<file path="src/rtl/prst_pkg.sv">
package prst_pkg;

   typedef enum logic [3:0] {
      S_IDLE,
      S_ENTRY,
      S_PHYCFG,
      S_PWRUP,
      S_REFON,
      S_CLKUP,
      S_SETTLE,
      S_UNWIND,
      S_DONE
   } prst_state_e;

   localparam logic [3:0] CFG_DEV_ROOT  = 4'd4;
   localparam logic [5:0] CFG_LOS       = 6'd9;
   localparam logic [5:0] CFG_DE_G1     = 6'd0;
   localparam logic [5:0] CFG_DE_G2A    = 6'd0;
   localparam logic [5:0] CFG_DE_G2B    = 6'd20;
   localparam logic [6:0] CFG_SW_FULL   = 7'd127;
   localparam logic [6:0] CFG_SW_LOW    = 7'd127;

   function automatic int imax(input int a, input int b);
      return (a > b) ? a : b;
   endfunction

endpackage

</file>
<file path="src/rtl/prst_timer.sv">
module prst_timer #(
   parameter int TW = 8
) (
   input  logic          clk,
   input  logic          rst_n,
   input  logic          clr,
   input  logic          tick,
   input  logic [TW-1:0] limit,
   output logic          hit
);
   logic [TW-1:0] cnt;
   logic [TW:0]   cnt_p1;

   assign cnt_p1 = {1'b0, cnt} + {{TW{1'b0}}, 1'b1};
   assign hit    = tick && (cnt_p1 >= {1'b0, limit});

   always_ff @(posedge clk or negedge rst_n) begin
      if (!rst_n)              cnt <= '0;
      else if (clr)            cnt <= '0;
      else if (tick && !hit)   cnt <= cnt_p1[TW-1:0];
   end
endmodule

</file>
<file path="src/rtl/prst_clk_chain.sv">
module prst_clk_chain #(
   parameter int N  = 4,
   parameter int IW = 2
) (
   input  logic          clk,
   input  logic          rst_n,
   input  logic          set,
   input  logic [IW-1:0] set_idx,
   input  logic          drop,
   input  logic [IW-1:0] drop_idx,
   input  logic          drop_all,
   input  logic [IW-1:0] sel_idx,
   input  logic [N-1:0]  rdy,
   output logic [N-1:0]  en,
   output logic          rdy_sel
);
   for (genvar g = 0; g < N; g++) begin : g_en
      logic q;
      always_ff @(posedge clk or negedge rst_n) begin
         if (!rst_n)                                q <= 1'b0;
         else if (drop_all)                         q <= 1'b0;
         else if (set && (set_idx == IW'(g)))       q <= 1'b1;
         else if (drop && (drop_idx == IW'(g)))     q <= 1'b0;
      end
      assign en[g] = q;
   end

   always_comb begin
      rdy_sel = 1'b0;
      for (int i = 0; i < N; i++) begin
         if (sel_idx == IW'(i)) rdy_sel = rdy[i];
      end
   end
endmodule

</file>
<file path="src/rtl/pcie_rst_seq.sv">
module pcie_rst_seq
   import prst_pkg::*;
#(
   parameter int NCLK         = 4,
   parameter int EP_RST_TICKS = 100000,
   parameter int SETTLE_TICKS = 200,
   parameter int RDY_TIMEOUT  = 64,
   parameter int PWR_ON_EN    = 1
) (
   input  logic            clk,
   input  logic            rst_n,
   input  logic            start,
   input  logic            tick,
   input  logic [NCLK-1:0] clk_rdy,
   output logic            phy_test_pd,
   output logic            ref_clk_en,
   output logic            ltssm_en,
   output logic            ep_rst_n,
   output logic            pwr_on,
   output logic [NCLK-1:0] clk_en,
   output logic [3:0]      cfg_dev_type,
   output logic [5:0]      cfg_los_lvl,
   output logic [5:0]      cfg_deemph_g1,
   output logic [5:0]      cfg_deemph_g2a,
   output logic [5:0]      cfg_deemph_g2b,
   output logic [6:0]      cfg_swing_full,
   output logic [6:0]      cfg_swing_low,
   output logic            done,
   output logic            pass
);
   localparam int LIMMAX = imax(EP_RST_TICKS, imax(SETTLE_TICKS, RDY_TIMEOUT));
   localparam int TW     = $clog2(LIMMAX + 1);
   localparam int IW     = (NCLK > 1) ? $clog2(NCLK) : 1;
   localparam logic [IW-1:0] LAST = IW'(NCLK - 1);

   if (NCLK < 1) begin : g_bad_nclk
      $error("NCLK must be at least 1");
   end
   if (EP_RST_TICKS < 1 || SETTLE_TICKS < 1 || RDY_TIMEOUT < 1) begin : g_bad_wait
      $error("every wait must be at least one tick");
   end
   if (PWR_ON_EN != 0 && PWR_ON_EN != 1) begin : g_bad_pwr
      $error("PWR_ON_EN must be 0 or 1");
   end

   prst_state_e   st, nxt;
   logic [IW-1:0] idx, idx_n;
   logic [TW-1:0] lim;
   logic          hit, tmr_clr, adv;
   logic          set_en, drop_en, drop_all, rdy_sel;
   logic [IW-1:0] set_idx;

   logic pd_q, ref_q, ltssm_q, eprst_q, pwr_q, cfg_q, done_q, pass_q;

   always_comb begin
      case (st)
         S_ENTRY:  lim = TW'(EP_RST_TICKS);
         S_SETTLE: lim = TW'(SETTLE_TICKS);
         default:  lim = TW'(RDY_TIMEOUT);
      endcase
   end

   prst_timer #(.TW(TW)) u_tmr (
      .clk   (clk),
      .rst_n (rst_n),
      .clr   (tmr_clr),
      .tick  (tick),
      .limit (lim),
      .hit   (hit)
   );

   prst_clk_chain #(.N(NCLK), .IW(IW)) u_chain (
      .clk      (clk),
      .rst_n    (rst_n),
      .set      (set_en),
      .set_idx  (set_idx),
      .drop     (drop_en),
      .drop_idx (idx),
      .drop_all (drop_all),
      .sel_idx  (idx),
      .rdy      (clk_rdy),
      .en       (clk_en),
      .rdy_sel  (rdy_sel)
   );

   always_comb begin
      nxt      = st;
      idx_n    = idx;
      adv      = 1'b0;
      set_en   = 1'b0;
      set_idx  = '0;
      drop_en  = 1'b0;
      drop_all = 1'b0;
      case (st)
         S_IDLE:   if (start) nxt = S_ENTRY;
         S_DONE:   if (start) begin
                      nxt      = S_ENTRY;
                      drop_all = 1'b1;
                   end
         S_ENTRY:  if (hit) nxt = S_PHYCFG;
         S_PHYCFG: nxt = S_PWRUP;
         S_PWRUP:  nxt = S_REFON;
         S_REFON:  begin
                      nxt     = S_CLKUP;
                      set_en  = 1'b1;
                      set_idx = '0;
                      idx_n   = '0;
                   end
         S_CLKUP:  begin
                      if (rdy_sel) begin
                         if (idx == LAST) begin
                            nxt = S_SETTLE;
                         end else begin
                            adv     = 1'b1;
                            set_en  = 1'b1;
                            set_idx = idx + 1'b1;
                            idx_n   = idx + 1'b1;
                         end
                      end else if (hit) begin
                         nxt = S_UNWIND;
                      end
                   end
         S_UNWIND: begin
                      drop_en = 1'b1;
                      if (idx == '0) nxt = S_DONE;
                      else           idx_n = idx - 1'b1;
                   end
         S_SETTLE: if (hit) nxt = S_DONE;
         default:  nxt = S_IDLE;
      endcase
   end

   assign tmr_clr = (nxt != st) || adv;

   always_ff @(posedge clk or negedge rst_n) begin
      if (!rst_n) begin
         st      <= S_IDLE;
         idx     <= '0;
         pd_q    <= 1'b1;
         ref_q   <= 1'b0;
         ltssm_q <= 1'b0;
         eprst_q <= 1'b0;
         pwr_q   <= 1'b0;
         cfg_q   <= 1'b0;
         done_q  <= 1'b0;
         pass_q  <= 1'b0;
      end else begin
         st  <= nxt;
         idx <= idx_n;
         if (nxt != st) begin
            case (nxt)
               S_ENTRY: begin
                  pd_q    <= 1'b1;
                  ref_q   <= 1'b0;
                  ltssm_q <= 1'b1;
                  eprst_q <= 1'b0;
                  pwr_q   <= 1'b0;
                  cfg_q   <= 1'b0;
                  done_q  <= 1'b0;
                  pass_q  <= 1'b0;
               end
               S_PHYCFG: begin
                  eprst_q <= 1'b1;
                  ltssm_q <= 1'b0;
                  cfg_q   <= 1'b1;
               end
               S_PWRUP:  pwr_q <= (PWR_ON_EN != 0);
               S_REFON: begin
                  pd_q  <= 1'b0;
                  ref_q <= 1'b1;
               end
               S_DONE: begin
                  done_q  <= 1'b1;
                  pass_q  <= (st == S_SETTLE);
                  ltssm_q <= (st == S_SETTLE);
               end
               default: ;
            endcase
         end
      end
   end

   assign phy_test_pd    = pd_q;
   assign ref_clk_en     = ref_q;
   assign ltssm_en       = ltssm_q;
   assign ep_rst_n       = eprst_q;
   assign pwr_on         = pwr_q;
   assign done           = done_q;
   assign pass           = pass_q;
   assign cfg_dev_type   = cfg_q ? CFG_DEV_ROOT : '0;
   assign cfg_los_lvl    = cfg_q ? CFG_LOS      : '0;
   assign cfg_deemph_g1  = cfg_q ? CFG_DE_G1    : '0;
   assign cfg_deemph_g2a = cfg_q ? CFG_DE_G2A   : '0;
   assign cfg_deemph_g2b = cfg_q ? CFG_DE_G2B   : '0;
   assign cfg_swing_full = cfg_q ? CFG_SW_FULL  : '0;
   assign cfg_swing_low  = cfg_q ? CFG_SW_LOW   : '0;

endmodule

</file>
<file path="config.mk">
export PLATFORM = sky130hd
export DESIGN_NAME = pcie_rst_seq
export DESIGN_NICKNAME = d
export VERILOG_FILES = /design/src/rtl/prst_pkg.sv /design/src/rtl/prst_timer.sv /design/src/rtl/prst_clk_chain.sv /design/src/rtl/pcie_rst_seq.sv
export SDC_FILE = /design/constraint.sdc
export NUM_CORES = 1
export LEC_CHECK = 0
export ABC_AREA = 1
export BUFFER_PORTS_ARGS = -buffer_cell sky130_fd_sc_hd__buf_4
export CORE_AREA = 2 2 59 117
export CTS_CLUSTER_DIAMETER = 30
export DETAILED_ROUTE_END_ITERATION = 6
export DIE_AREA = 0 0 61 119
export GPL_ROUTABILITY_DRIVEN = 0
export PLACE_DENSITY = 0.71
export SETUP_SLACK_MARGIN = 0.4
export SLEW_MARGIN = 20
export SYNTH_ARGS = -nofsm -noshare
export SYNTH_HDL_FRONTEND = slang
export SYNTH_HIERARCHICAL = 1
export SYNTH_SLANG_ARGS = --single-unit
export TNS_END_PERCENT = 5
</file>
<file path="constraint.sdc">
create_clock -name clk -period 4.72 [get_ports clk]
set_input_delay 0.944 -clock clk [delete_from_list [all_inputs] [get_ports clk]]
set_output_delay 0.944 -clock clk [all_outputs]
set_load 0.01 [all_outputs]
</file>
Yosys cells after proc, flatten, opt, wreduce, memory -nomap -nowiden
Index checks and enable logic that the tools add are counted.

storage, ports and cells
  bits of input ports = 8
  register bits = 34

operators by class
  order comparisons = 1
  muxes and demuxes = 52
  equality and inequality tests = 23
  reductions and logical operators = 33
  add/subtract/negate cells = 3

operator list
  cell                                                                    count
  17-bit 2-to-1 mux                                                       2
  17-bit case mux with 2 select lines                                     1
  4-bit 2-to-1 mux                                                        8
  4-bit case mux with 8 select lines                                      1
  1-bit 2-to-1 mux                                                        22
  4-bit by 3-bit equality test with 1-bit output (second input constant)  5
  17-bit by 1-bit adder with 18-bit output (second input constant)        1
  18-bit by 17-bit greater-or-equal comparator with 1-bit output          1
  3-bit nonzero test                                                      6
  4-bit by 2-bit equality test with 1-bit output (second input constant)  4
  1-bit case mux with 2 select lines                                      7
  2-bit 2-to-1 mux                                                        6
  1-bit logical AND                                                       10
  2-bit AND reduction                                                     5
  2-bit nonzero test                                                      5
  2-bit equality test (second input constant)                             4
  4-bit by 1-bit equality test with 1-bit output (second input constant)  2
  4-bit equality test (second input constant)                             2
  7-bit 2-to-1 mux                                                        1
  2-bit inequality test (second input constant)                           3
  2-bit case mux with 3 select lines                                      1
  5-bit 2-to-1 mux                                                        1
  2-bit by 1-bit equality test with 1-bit output (second input constant)  2
  2-bit logical NOT                                                       2
  other kinds (10)                                                        10

Depth between registers and ports, before layout
Gate-level depths: netlist of the first run.

  word-level depth = 11
  depth in mapped cells = 33
  depth with buffers taken out = 31

Modules after synthesis
The synthesis of the first run kept the hierarchy.

by module, submodules not included
  module          area an instance (sq um)  times used  cells each  seq. area each (sq um)
  prst_timer      1,677.9                   1           252         425.4
  pcie_rst_seq    1,156.1                   1           165         326.6
  prst_clk_chain  257.7                     1           37          100.1

Worst setup path before layout of the first run
No wires, ideal clock.

  path type = register to register
  start = reg u_tmr.cnt[0]
  end = reg u_tmr.cnt[0]
  path buffers = 2
  period minus slack after synthesis = 4.032 ns
  data required time = 4.603 ns
  setup slack = 0.688 ns
  data arrival time = 3.916 ns
  stages on the path, launching flop included = 27
  path through = dfrtp_1 -> ha_1 -> nand3_1 -> nor2_1 -> nand2_1 -> nor4_1 -> xor2_1 -> inv_1 -> ha_1 -> nand2_1 -> inv_1 -> nand3_1 -> o31a_1 -> nand2_1 -> nand2_1 -> a21boi_0 -> inv_1 -> nand3_1 -> nand3_1 -> o21ai_1 -> nand2_1 -> nand4_1 -> clkbuf_1 -> clkinv_1 -> clkbuf_1 -> nand3_1 -> nand2_1

between the ends
  cells in the longest elaborated chain, start to end = 9

RTL lines
  element                                                             RTL line             source
  start, declared                                                     prst_timer.sv:11     logic [TW-1:0] cnt;
  start signal, assigned                                              prst_timer.sv:20     else if (tick && !hit) cnt <= cnt_p1[TW-1:0];
  17-bit by 1-bit adder with 18-bit output (*)                        prst_timer.sv:14     assign cnt_p1 = {1'b0, cnt} + {{TW{1'b0}}, 1'b1};
  18-bit by 17-bit greater-or-equal comparator with 1-bit output (*)  prst_timer.sv:15     assign hit = tick && (cnt_p1 >= {1'b0, limit});
  1-bit logical AND (*)                                               prst_timer.sv:15
  via hit                                                             pcie_rst_seq.sv:49   logic hit, tmr_clr, adv;
  4-bit 2-to-1 mux                                                    pcie_rst_seq.sv:119  end else if (hit) begin
  4-bit 2-to-1 mux                                                    pcie_rst_seq.sv:110  if (rdy_sel) begin
  4-bit case mux with 8 select lines (*)                              pcie_rst_seq.sv:94   case (st)
  4-bit inequality test (*)                                           pcie_rst_seq.sv:133  assign tmr_clr = (nxt != st) || adv;
  1-bit logical OR (*)                                                pcie_rst_seq.sv:133
  via tmr_clr                                                         pcie_rst_seq.sv:49
  17-bit 2-to-1 mux / 2-bit nonzero test (equally long branches)      --

Mark *: on every way through the listed nets, which the timed path passes. The rest lies on a longest branch. The select of a mux whose other input is x is not followed.
A chain may end at the register's enable or synchronous reset.

Worst setup path in the final report of the first run
  start = reg u_tmr.cnt[0]
  end = reg u_tmr.cnt[14]

Same word-level chain as after synthesis.

==> results.txt, run 1 <==
- Outcome: finished clean
* Setup repair after global routing missed its margin: false
- The floorplan step defined a die boundary enclosing 7260 um^2.
- In this run the cell area of the synthesized design comes to 3090 um^2.
- Number of cell rows: 42
- Number of remaining DRC errors: 0
- H-tree Lvls: 2
- For flop-to-flop paths, the worst setup slack is 760 ps.
- Share of final-layout standard cells stronger than drive strength 1: 18.5%
- Most frequent cells in the layout: sky130_fd_sc_hd__nand2_1 (124), sky130_fd_sc_hd__inv_1 (64), sky130_fd_sc_hd__nand3_1 (45), sky130_fd_sc_hd__buf_4 (43), sky130_fd_sc_hd__nor2_1 (39)
- The die is 61 um wide.
* Antenna Diode Count: 0
- CTS tree: done
- Relative slew slack: 64.5%
- Counting flops and latches in the post-synthesis netlist gives 34.
- Clock-pin slew was measured on the worst setup and hold paths at 50 ps.
* Number of vias per cell after detailed routing: 4.67
- The detail route stage leaves a number of antenna-violating nets equal to 0.
* Count of routing violations after the opening detailed-route iteration: 109
- STA puts the critical path data arrival time at 4180 ps.
* Overall via count from detail_route: 2687
* Total routed wirelength: 6320 um
- After global routing the overflow that remains totals 0.
- Port Buffers: 37
- Number of nets in the final layout: 514
* Iteration count of the initial detailed-routing pass: 7
- By startpoint and endpoint, the worst setup path is classified as register to register.
* Post-Route Setup TNS: 0 ps
- # IOs: 61
- Fill cell total of the finished layout: 639
- In this run the mean area of a mapped cell was 6.81 um^2.
- Commonest non-fill, non-tap cell in the layout: sky130_fd_sc_hd__nand2_1
* CP max stage delay: 400 ps
- Clock skew on the completed layout was measured at 7.27 ps.
* Max-capacitance violation count: 0
- Number of antenna violations at the first check in global routing: 0
* Reported leakage power: 2.02 nW
- The worst hold path belongs to the class register to register.
- The clock drives 34 sinks.
* Slowest cell on crit path: sky130_fd_sc_hd__dfrtp_2
- Once the floorplan was initialized, standard cells occupied 47.8% of the core.
* Wire length of the first global-routing pass: 10300 um
- Clock tree synthesis selected as its root buffer the cell sky130_fd_sc_hd__clkbuf_16.
- Data required time of the worst path: 4940 ps
- Entering global routing, the biggest net connects 35 pins.
- WL per Instance: 11.0 um
- After layout, the worst path uses 83.9% of the clock period.
- Prevailing post-synth register cell: sky130_fd_sc_hd__dfrtp_1
- Hold Fails Final Rpt: 0
* Final min period: 3960 ps
* Sequential cell area fraction in the yosys report: 27.6%
- From bottom edge to top edge, the die measures 119 um.
- Across the VDD grid, the largest voltage drop is 0.355 mV.
- Cell Pwr Density: 503 nW/um^2
- Number of max-slew violations in the final report: 0
- The clock passes through at most 2 buffers.
- Nature of the critical path startpoint: register
- STA classifies the critical path endpoint as a register.
- The tightest hold path in the finished design has a slack of 463 ps.
- Mapped Cells: 454
- Along the worst path, the maximum fanout reaches 9.
* All-Layer GR Usage: 18.2%
- Top achievable clock speed: 252 MHz
- The area growth from synthesis to layout is 11.7%.
- CTS buffer count: 5
- Number of warnings printed during yosys synthesis: 6
- HPWL after detailed placement: 4850 um
- For the pin with the worst max-slew slack, the measured transition is 533 ps.
- Core area: 6460 um^2
- The clock reaches the later pin of the worst-skew pair after 280 ps.
- Share of synthesized registers carrying an async set or reset: 100%
- The synthesized design contains 0 enable-type register cells.
- The via count of the first global-routing pass came to 2329.
- Synth unique cells: 40
* Critical Path Most Common Cell: sky130_fd_sc_hd__nand2_1
- Final Setup Violations: 0
## state kept, by name, indices dropped and copies added (netlist names)
signal / flops
u_chain/g_en.q: 4
idx: 2
ref_clk_en: 1
ltssm_en: 1
done: 1
u_tmr/cnt: 17
cfg_q: 1
pwr_on: 1
st: 4
pass: 1
phy_test_pd: 1
## final timing paths
check / start / depth (start not counted) / to
worst min register to register: phy_test_pd / 2 / phy_test_pd
worst min-delay path: phy_test_pd / 2 / phy_test_pd
min in group asynchronous: rst_n / 1 / done
worst max-delay path: u_tmr/cnt[0] / 28 / u_tmr/cnt[14]
max in group asynchronous: rst_n / 1 / u_tmr/cnt[0]
worst max register to register: u_tmr/cnt[0] / 28 / u_tmr/cnt[14]
## critical path, delay by kind of cell, from the launching register on
family                     cells  cell delay (ps)
and+or+nand+nor               19             1990
buffers and inverters          5              520
AOI/OAI and AO/OA              2              510
adders and majority gates      2              470
DFF                            1              400
## final cells by class
cell class	instances	area (um^2)	area share, %
inverter	72	275	7.97
timing repair inverter	1	5.00	0.145
sequential	34	853	24.7
clock inverter	2	12.5	0.362
clock buffer	6	139	4.02
multi-input combinational	327	1720	49.8
timing repair buffer	45	339	9.82
tap	88	110	3.19
## metal layers
metal	vias to the layer above	global-route usage (%)	part of all wire, %
li1	1402	-	-
met1	1194	25.5	44
met2	82	27.4	48
met3	9	2.17	5.8
met4	0	7.88	1.6
met5	-	0	0
## cell families after synthesis
| logic type | count (synthesis) | share of synthesized area [%] |
|---|---|---|
| compound gates | 27 | 5.34 |
| xor+xnor | 9 | 2.55 |
| fa+ha+maj | 20 | 8.09 |
| buf+inv | 124 | 21.2 |
| flops | 34 | 27.6 |
| other cells | 1 | 0.121 |
| simple gates | 239 | 35.1 |
## power breakdown
group          leakage [nW]  switching [mW]  internal [mW]
Combinational          1.51           0.624          0.366
Clock                0.0729           0.117          0.208
Sequential            0.435          0.0672          0.353
## cells in the mapped netlist, types with 2 or more instances
cell type                  count  area [um^2]
sky130_fd_sc_hd__xor2_1        7         61.3
sky130_fd_sc_hd__ha_1         20          250
sky130_fd_sc_hd__nand2_1     124          465
sky130_fd_sc_hd__nand3_2       3         30.0
sky130_fd_sc_hd__a21oi_1      12         60.1
sky130_fd_sc_hd__clkbuf_1      3         11.3
sky130_fd_sc_hd__nand3b_1      2         15.0
sky130_fd_sc_hd__buf_4        47          353
sky130_fd_sc_hd__or2_2         2         12.5
sky130_fd_sc_hd__nor2_1       41          154
sky130_fd_sc_hd__nand2_4       2         22.5
sky130_fd_sc_hd__nand4_1       5         31.3
sky130_fd_sc_hd__inv_2         7         26.3
sky130_fd_sc_hd__xnor2_1       2         17.5
sky130_fd_sc_hd__nand2_2       2         12.5
sky130_fd_sc_hd__a21o_1        2         15.0
sky130_fd_sc_hd__o21ai_1       2         10.0
sky130_fd_sc_hd__nand3_1      45          225
sky130_fd_sc_hd__inv_1        64          240
sky130_fd_sc_hd__dfrtp_1      33          826
sky130_fd_sc_hd__nor2_4        3         33.8
sky130_fd_sc_hd__o21ai_0       4         20.0
sky130_fd_sc_hd__buf_6         2         22.5
sky130_fd_sc_hd__nor2_2        4         25.0
## metrics by stage
stage               cells  setup slack (ps)  utilization [%]  area [um^2]  total power, mW
floorplan             485               688                -         3210             1.07
global placement      559               360             49.8         3220             1.23
detailed placement    559               273             49.8         3220             1.24
CTS                   567               459             52.1         3370             1.58
global route          575               393             53.4         3450             1.89
finish                575               758             53.4         3450             1.74
## what timing repair did
action	CTS	global route
setup buffers	0	6
hold buffers	0	0
gates cloned	0	2
gates resized for setup	1	11
endpoints found under the setup margin	17	20
Power figures use the tool's default switching activity.
==> run 2: changes to the inputs <==
==> constraint.sdc (replaced) <==
create_clock -name clk -period 3.95 [get_ports clk]
set_input_delay 0.79 -clock clk [delete_from_list [all_inputs] [get_ports clk]]
set_output_delay 0.79 -clock clk [all_outputs]
set_load 0.01 [all_outputs]
==> results.txt, run 2 (synthesis results as in run 1) <==
- The final reports fail on negative setup slack.
- The number of antenna violations at the first check in global routing is 0.
* Number of nets in the final layout: 575
- The region available for standard cell placement spans 6460 um^2.
- After the first detailed-routing iteration, the DRC count stood at 328.
- The largest registers in the layout are u_tmr/cnt (17), st (4), u_chain/g_en.q (4).
* Critical Path Most Common Cell: sky130_fd_sc_hd__nand2_1
- Max-capacitance violation count: 0
* Multi-input combinational cell area: 2070 um^2
* Initial standard-cell utilization of the core: 47.8%
* Wire length of the first global-routing pass: 14000 um
- Antenna Diode Count: 0
- Setup repair after global routing missed its margin: true
* Cell Pwr Density: 707 nW/um^2
* Flip-flop count of the largest register after layout: 17
- The max-slew violation total from the final report is 0.
- Worst Setup End Kind: register
- Pre-CTS setup slack: 8.96 ps
- CTS buffer count: 5
* Post-Route Setup TNS: -1170 ps
- Total Die Area: 7260 um^2
- After clock tree synthesis, the clock-pin slew on the worst setup and hold paths is 60 ps.
- Pin count of the biggest net entering global routing: 35
- Fill cell total of the finished layout: 466
- The flow ran to the end, but the final reports show violations.
- After detailed routing, the number of vias per cell comes to 5.22.
- Post-DRT Antenna Nets: 0
- The die is 61 um wide.
- Share of final-layout standard cells stronger than drive strength 1: 40.0%
- The floorplan step set the die height to 119 um.
- Summing over every cut layer, the via total after detailed routing is 3321.
- Total overflow reported by the global router: 0
- Final Setup Violations: 18
* Number of remaining DRC errors: 0
- For this run, the total global-route usage over all layers was measured as 25.8%.
- The via count of the first global-routing pass came to 2956.
- Longest Clk Path Bufs: 2
* Reported leakage power: 2.42 nW
* Nature of the critical path startpoint: register
- After detailed routing, the total wire length is 10200 um.
* CTS tree: done
- The H-tree generated during clock tree synthesis spans 2 levels.
- Iteration count of the initial detailed-routing pass: 5
- Relative slew slack: 63.8%
* # IOs: 61
- After layout, the worst path uses 102% of the clock period.
* Number of buffers and inverters on the critical path: 5
- HPWL after detailed placement: 4940 um
- The clock net in this run drives a total of 34 sinks.
- Clock latency on the worst-skew pair, taken at its later pin, is 290 ps.
* Final min period: 4040 ps
- Highest ir drop seen on vdd: 0.515 mV
- In this run the worst path has a maximum fanout of 8.
- Final worst clock skew: 5.38 ps
- Clock tree synthesis selected as its root buffer the cell sky130_fd_sc_hd__clkbuf_16.
- The critical path is of the register to register type.
- STA puts the critical path data required time at 4130 ps.
* Hold Fails Final Rpt: 0
- Port buffering added 37 buffers.
- The library cell used most frequently in the layout, excluding fill and tap cells, is sky130_fd_sc_hd__nand2_1.
- CP max stage delay: 360 ps
- WL per Instance: 16.0 um
- On the critical path, the stage with the largest delay is an instance of sky130_fd_sc_hd__dfrtp_1.
- Post-synthesis to final-layout area growth: 43.0%
- Slack of the worst reg-to-reg path: -90 ps
* Most flops, register: u_tmr/cnt
- Registers take 856 um^2.
- For this run, the top clock speed supported by timing is 247 MHz.
- Category of cells accounting for the largest share of critical-path delay: simple AND/OR/NAND/NOR gates
* Worst hold-check path type: primary input to asynchronous set/reset pin
- The initialized floorplan defines 42 standard-cell rows.
* Most frequent cells in the layout: sky130_fd_sc_hd__nand2_1 (96), sky130_fd_sc_hd__buf_4 (80), sky130_fd_sc_hd__inv_1 (57), sky130_fd_sc_hd__nand3_1 (39), sky130_fd_sc_hd__conb_1 (32)
- Actual transition at the worst max-transition pin: 543 ps
- Once routing completed, OpenROAD measured the worst setup slack at -91.8 ps.
- Data arrival, critical path: 4220 ps
==> run 2: changes by cell type in the layout (fill, tap and decap cells not counted), moves of 6 or more <==
cell                      change
sky130_fd_sc_hd__nand2_2     +23
sky130_fd_sc_hd__nand3_1      -6
sky130_fd_sc_hd__buf_6       +19
sky130_fd_sc_hd__nand2_1     -28
sky130_fd_sc_hd__inv_1        -7
sky130_fd_sc_hd__nor2_1      -17
sky130_fd_sc_hd__inv_2        +6
sky130_fd_sc_hd__nor2_4       +8
sky130_fd_sc_hd__buf_4       +37
sky130_fd_sc_hd__nor2_2       +9
==> run 2: what timing repair did <==
action / CTS / global route
pin swaps: 24 / 29
gates cloned: 3 / 2
gates resized for setup: 42 / 71
endpoints found under the setup margin: 19 / 22
setup buffers: 51 / 7
hold buffers: 0 / 0
==> run 2: cell type report <==
type                       instances  area share, %
timing repair buffer             103           20.0
sequential                        34           19.4
clock inverter                     3           1.02
clock buffer                       5           2.83
inverter                          72           6.76
tap                               88           2.49
timing repair inverter             2          0.623
multi-input combinational        329           46.9
==> run 2: worst paths after layout <==
kind,start,to,cells after the start
min in group clk,ltssm_en,ltssm_en,2
max in group asynchronous,rst_n,u_tmr/cnt[5],1
worst max register to register,u_tmr/cnt[1],u_tmr/cnt[3],26
worst min register to register,ltssm_en,ltssm_en,2
worst max-delay path,u_tmr/cnt[1],u_tmr/cnt[3],26
worst min-delay path,rst_n,idx[1],1
==> run 2: per-stage QoR <==
step	total power, mW	instance area, um^2	hold slack [ps]	util, %	instances
6_report	3.12	4420	447	68.4	636
5_1_grt	3.29	4420	482	68.4	636
4_1_cts	2.72	4080	465	63.1	627
3_5_place_dp	1.58	3310	460	51.2	565
3_3_place_gp	1.58	3310	458	51.2	565
2_1_floorplan	1.36	3260	467	-	485
==> run 2: routing by layer <==
| layer | GRT usage, % | vias to the layer above | part of all wire [%] |
|---|---|---|---|
| met5 | 0 | - | 0 |
| met4 | 14.9 | 0 | 6.4 |
| met3 | 7.06 | 58 | 8.4 |
| met2 | 38.2 | 213 | 49 |
| met1 | 32.7 | 1526 | 36 |
| li1 | - | 1524 | - |
==> run 2: report_power, final <==
group / switching, mW / internal (mW) / total [mW]
Clock: 0.157 / 0.297 / 0.455
Combinational: 1.21 / 0.958 / 2.17
Sequential: 0.0813 / 0.421 / 0.502
Total: 1.45 / 1.68 / 3.12
==> run 2: worst reg2reg max path, cell delays in order, from the launching register on <==
cell and delay, ps:
sky130_fd_sc_hd__dfrtp_1 360, sky130_fd_sc_hd__ha_2 210, sky130_fd_sc_hd__nand3_4 80, sky130_fd_sc_hd__nor2_4 160, sky130_fd_sc_hd__nand2_4 80, sky130_fd_sc_hd__nor3_1 300, sky130_fd_sc_hd__nand2_1 140, sky130_fd_sc_hd__nand2_1 140
sky130_fd_sc_hd__inv_1 60, sky130_fd_sc_hd__ha_1 270, sky130_fd_sc_hd__nand4_1 130, sky130_fd_sc_hd__o31a_1 310, sky130_fd_sc_hd__nand2_1 80, sky130_fd_sc_hd__nand2_2 60, sky130_fd_sc_hd__a21boi_2 220, sky130_fd_sc_hd__buf_4 170
sky130_fd_sc_hd__nand3_1 120, sky130_fd_sc_hd__nand2_1 80, sky130_fd_sc_hd__nand3b_1 150, sky130_fd_sc_hd__nand2_2 80, sky130_fd_sc_hd__nand4_1 100, sky130_fd_sc_hd__buf_6 130, sky130_fd_sc_hd__buf_12 190, sky130_fd_sc_hd__buf_6 160
sky130_fd_sc_hd__nor2_2 50, sky130_fd_sc_hd__nand2_2 70, sky130_fd_sc_hd__nand2_1 50
==> run 3: changes to the inputs <==
--- a/config.mk
+++ b/config.mk
@@ -12,7 +12,7 @@
 export DETAILED_ROUTE_END_ITERATION = 6
 export DIE_AREA = 0 0 61 119
 export GPL_ROUTABILITY_DRIVEN = 0
-export PLACE_DENSITY = 0.71
+export PLACE_DENSITY = 0.72
 export SETUP_SLACK_MARGIN = 0.4
 export SLEW_MARGIN = 20
 export SYNTH_ARGS = -nofsm -noshare
==> results.txt, run 3 (synthesis results as in run 1) <==
- The run finished with clean final reports.
- Across the VDD grid, the largest voltage drop is 0.621 mV.
* Number of antenna violations at the first check in global routing: 0
- Derived from the worst setup path, the maximum achievable clock frequency is 258 MHz.
- The initial utilization of the core area, before any placement, comes to 47.8%.
* Post-Place Cell Area: 3320 um^2
- For the pin with the worst max-slew slack, the measured transition is 536 ps.
* Final Setup Violations: 0
- Total overflow reported by the global router: 0
* Post-layout instance area: 4020 um^2
- Total Die Area: 7260 um^2
* Antenna Diode Count: 0
- In this run the critical register-to-register path is launched from u_tmr/cnt[0].
- In this run the power density over the cells is 687 nW/um^2.
- # IOs: 61
- Counting the buffers created by CTS gives 5.
* Peak fanout along the critical path: 7
* Cells on worst reg2reg path: 27
- Clock slew at the register clock pins of the worst setup and hold paths: 60 ps
- Wire length of the first global-routing pass: 11800 um
- Pre-CTS setup slack: -0.976 ps
- Global routing used 20.7% of the available tracks across all layers.
- The setup path with the least slack is of type register to register.
- Share of final-layout standard cells stronger than drive strength 1: 31.8%
- Most flops, register: u_tmr/cnt
- The tool flagged a number of max-cap violations equal to 0.
- Post-synthesis to final-layout area growth: 30.1%
- Number of sinks on the clock net: 34
- The endpoint identified for the worst register-to-register timing path is u_tmr/cnt[14].
- H-tree Lvls: 2
* Total routed wirelength: 8200 um
* Nature of the critical path startpoint: register
- The routed design uses 546 um of met3 wire.
- Overall via count from detail_route: 2984
- The critical path ends at u_tmr/cnt[14].
- The largest registers in the layout are u_tmr/cnt (17), st (4), u_chain/g_en.q (4).
* Final worst setup slack: 70.4 ps
* Worst Setup End Kind: register
* Iteration count of the initial detailed-routing pass: 4
* Worst hold-check path type: primary input to asynchronous set/reset pin
- Number of cell rows: 42
- Crit share post-route: 98.2%
- Flip-flop count of the largest register after layout: 17
* Relative slew slack: 64.3%
- Excluding fillers, the count of instances in the completed layout stands at 598.
* Number of nets in the final layout: 537
* Final worst clock skew: 5.77 ps
- Number of remaining DRC errors: 0
- HPWL after detailed placement: 5110 um
- Met2 WL post-DR: 4090 um
- Fill cell total of the finished layout: 540
- Port Buffers: 37
* Commonest non-fill, non-tap cell in the layout: sky130_fd_sc_hd__nand2_1
* Buffer type at the clock tree root: sky130_fd_sc_hd__clkbuf_16
* Core area: 6460 um^2
* Count of routing violations after the opening detailed-route iteration: 159
* Number of max-slew violations in the final report: 0
* WL per Instance: 13.7 um
- Final min period: 3880 ps
- CTS tree: done
- Setup repair after global routing could not meet its margin everywhere.
* Post-Route Setup TNS: 0 ps
* Post-Route M1 WL: 3320 um
- Data arrival, critical path: 4090 ps
- Number of global-route vias before repair: 2667
* Die Y-Extent: 119 um
- Cell total after placement: 566
- Top layer reached by signal wires: met4
- The clock passes through at most 2 buffers.
- Buffers inserted to repair hold after CTS numbered 0.
* Pin count of the biggest net entering global routing: 35
- Data on the critical path is required at its endpoint by 4170 ps.
- Clk_lat worst skew: 280 ps
- Slack of the worst reg-to-reg path: 70 ps
* Reported leakage power: 2.21 nW
* Beginning of the critical path: u_tmr/cnt[0]
* Post-DRT Antenna Nets: 0
- Most frequent cells in the layout: sky130_fd_sc_hd__nand2_1 (108), sky130_fd_sc_hd__inv_1 (60), sky130_fd_sc_hd__buf_4 (60), sky130_fd_sc_hd__nand3_1 (39), sky130_fd_sc_hd__dfrtp_1 (33)
* Hold Fails Final Rpt: 0
* DIE WIDTH: 61 um
- Number of vias per cell after detailed routing: 4.99
- Hold slack final: 436 ps
run 3: cell types whose count changed in the layout (fill, tap and decap cells not counted), sizes merged:
cell / previous run / this run
clkinv: 2 / 3
clkinvlp: 2 / 1
nand2: 130 / 129
buf: 102 / 65
clkbuf: 6 / 7
bufinv: 1 / 0
run 3: per-stage QoR:
stage	power (mW)	util, %
5_1_grt	2.94	62.2
2_1_floorplan	1.36	-
3_3_place_gp	1.60	51.3
6_report	2.76	62.2
4_1_cts	2.21	56.0
3_5_place_dp	1.63	51.3
run 3: final cells by class:
cell class / instances / area (um^2) / area share, %
Multi-Input combinational cell: 328 / 2030 / 50.4
Sequential cell: 34 / 852 / 21.2
Timing Repair Buffer: 67 / 578 / 14.4
Inverter: 72 / 297 / 7.37
Clock buffer: 5 / 125 / 3.11
Tap cell: 88 / 110 / 2.74
Clock inverter: 3 / 21.3 / 0.529
Timing Repair inverter: 1 / 11.3 / 0.280
run 3: worst min-delay path by stage:
stage | from | endpoint | slack [ps] | cells past startpoint
2_1_floorplan | phy_test_pd | phy_test_pd | 470 | 2
3_3_place_gp | pass | pass | 460 | 2
3_5_place_dp | phy_test_pd | phy_test_pd | 460 | 2
4_1_cts | rst_n | u_chain/g_en[2].q | 470 | 1
5_1_grt | rst_n | st[2] | 490 | 1
6_report | rst_n | cfg_q | 440 | 1
run 3: timing repair:
item,CTS,global route
gates resized for setup,25,55
cloned,0,4
buffers inserted,8,12
pin swaps,11,26
setup endpoints to repair,18,21
run 3: power breakdown:
group          internal [mW]  switching, mW
registers              0.421         0.0821
logic                  0.779           1.09
clock network          0.233          0.158
run 3: worst max-delay path, cell delays in order (launching register included):
cell and delay, ps:
sky130_fd_sc_hd__dfrtp_1 360, sky130_fd_sc_hd__buf_4 120, sky130_fd_sc_hd__buf_6 110, sky130_fd_sc_hd__nand3_4 100, sky130_fd_sc_hd__nor2_4 210, sky130_fd_sc_hd__nand2_4 110, sky130_fd_sc_hd__buf_4 160, sky130_fd_sc_hd__nor2_4 130
sky130_fd_sc_hd__xor2_1 260, sky130_fd_sc_hd__ha_1 190, sky130_fd_sc_hd__nand2_1 70, sky130_fd_sc_hd__inv_2 60, sky130_fd_sc_hd__nand3_1 70, sky130_fd_sc_hd__o31a_1 280, sky130_fd_sc_hd__nand2_1 70, sky130_fd_sc_hd__nand2_2 70
sky130_fd_sc_hd__a21boi_2 170, sky130_fd_sc_hd__inv_2 90, sky130_fd_sc_hd__nand3_4 80, sky130_fd_sc_hd__nand3_4 100, sky130_fd_sc_hd__nor2_4 120, sky130_fd_sc_hd__nand2_2 60, sky130_fd_sc_hd__nand2_2 70, sky130_fd_sc_hd__nand4_1 150
sky130_fd_sc_hd__buf_12 200, sky130_fd_sc_hd__nor2_1 260, sky130_fd_sc_hd__nand2_4 80, sky130_fd_sc_hd__nand2_1 70
run 3: layer usage:
layer | track usage [%] | vias to the layer above
met3 | 2.71 | 26
met1 | 28.5 | 1383
li1 | - | 1452
met2 | 32.5 | 123
met5 | 0 | -
met4 | 7.34 | 0
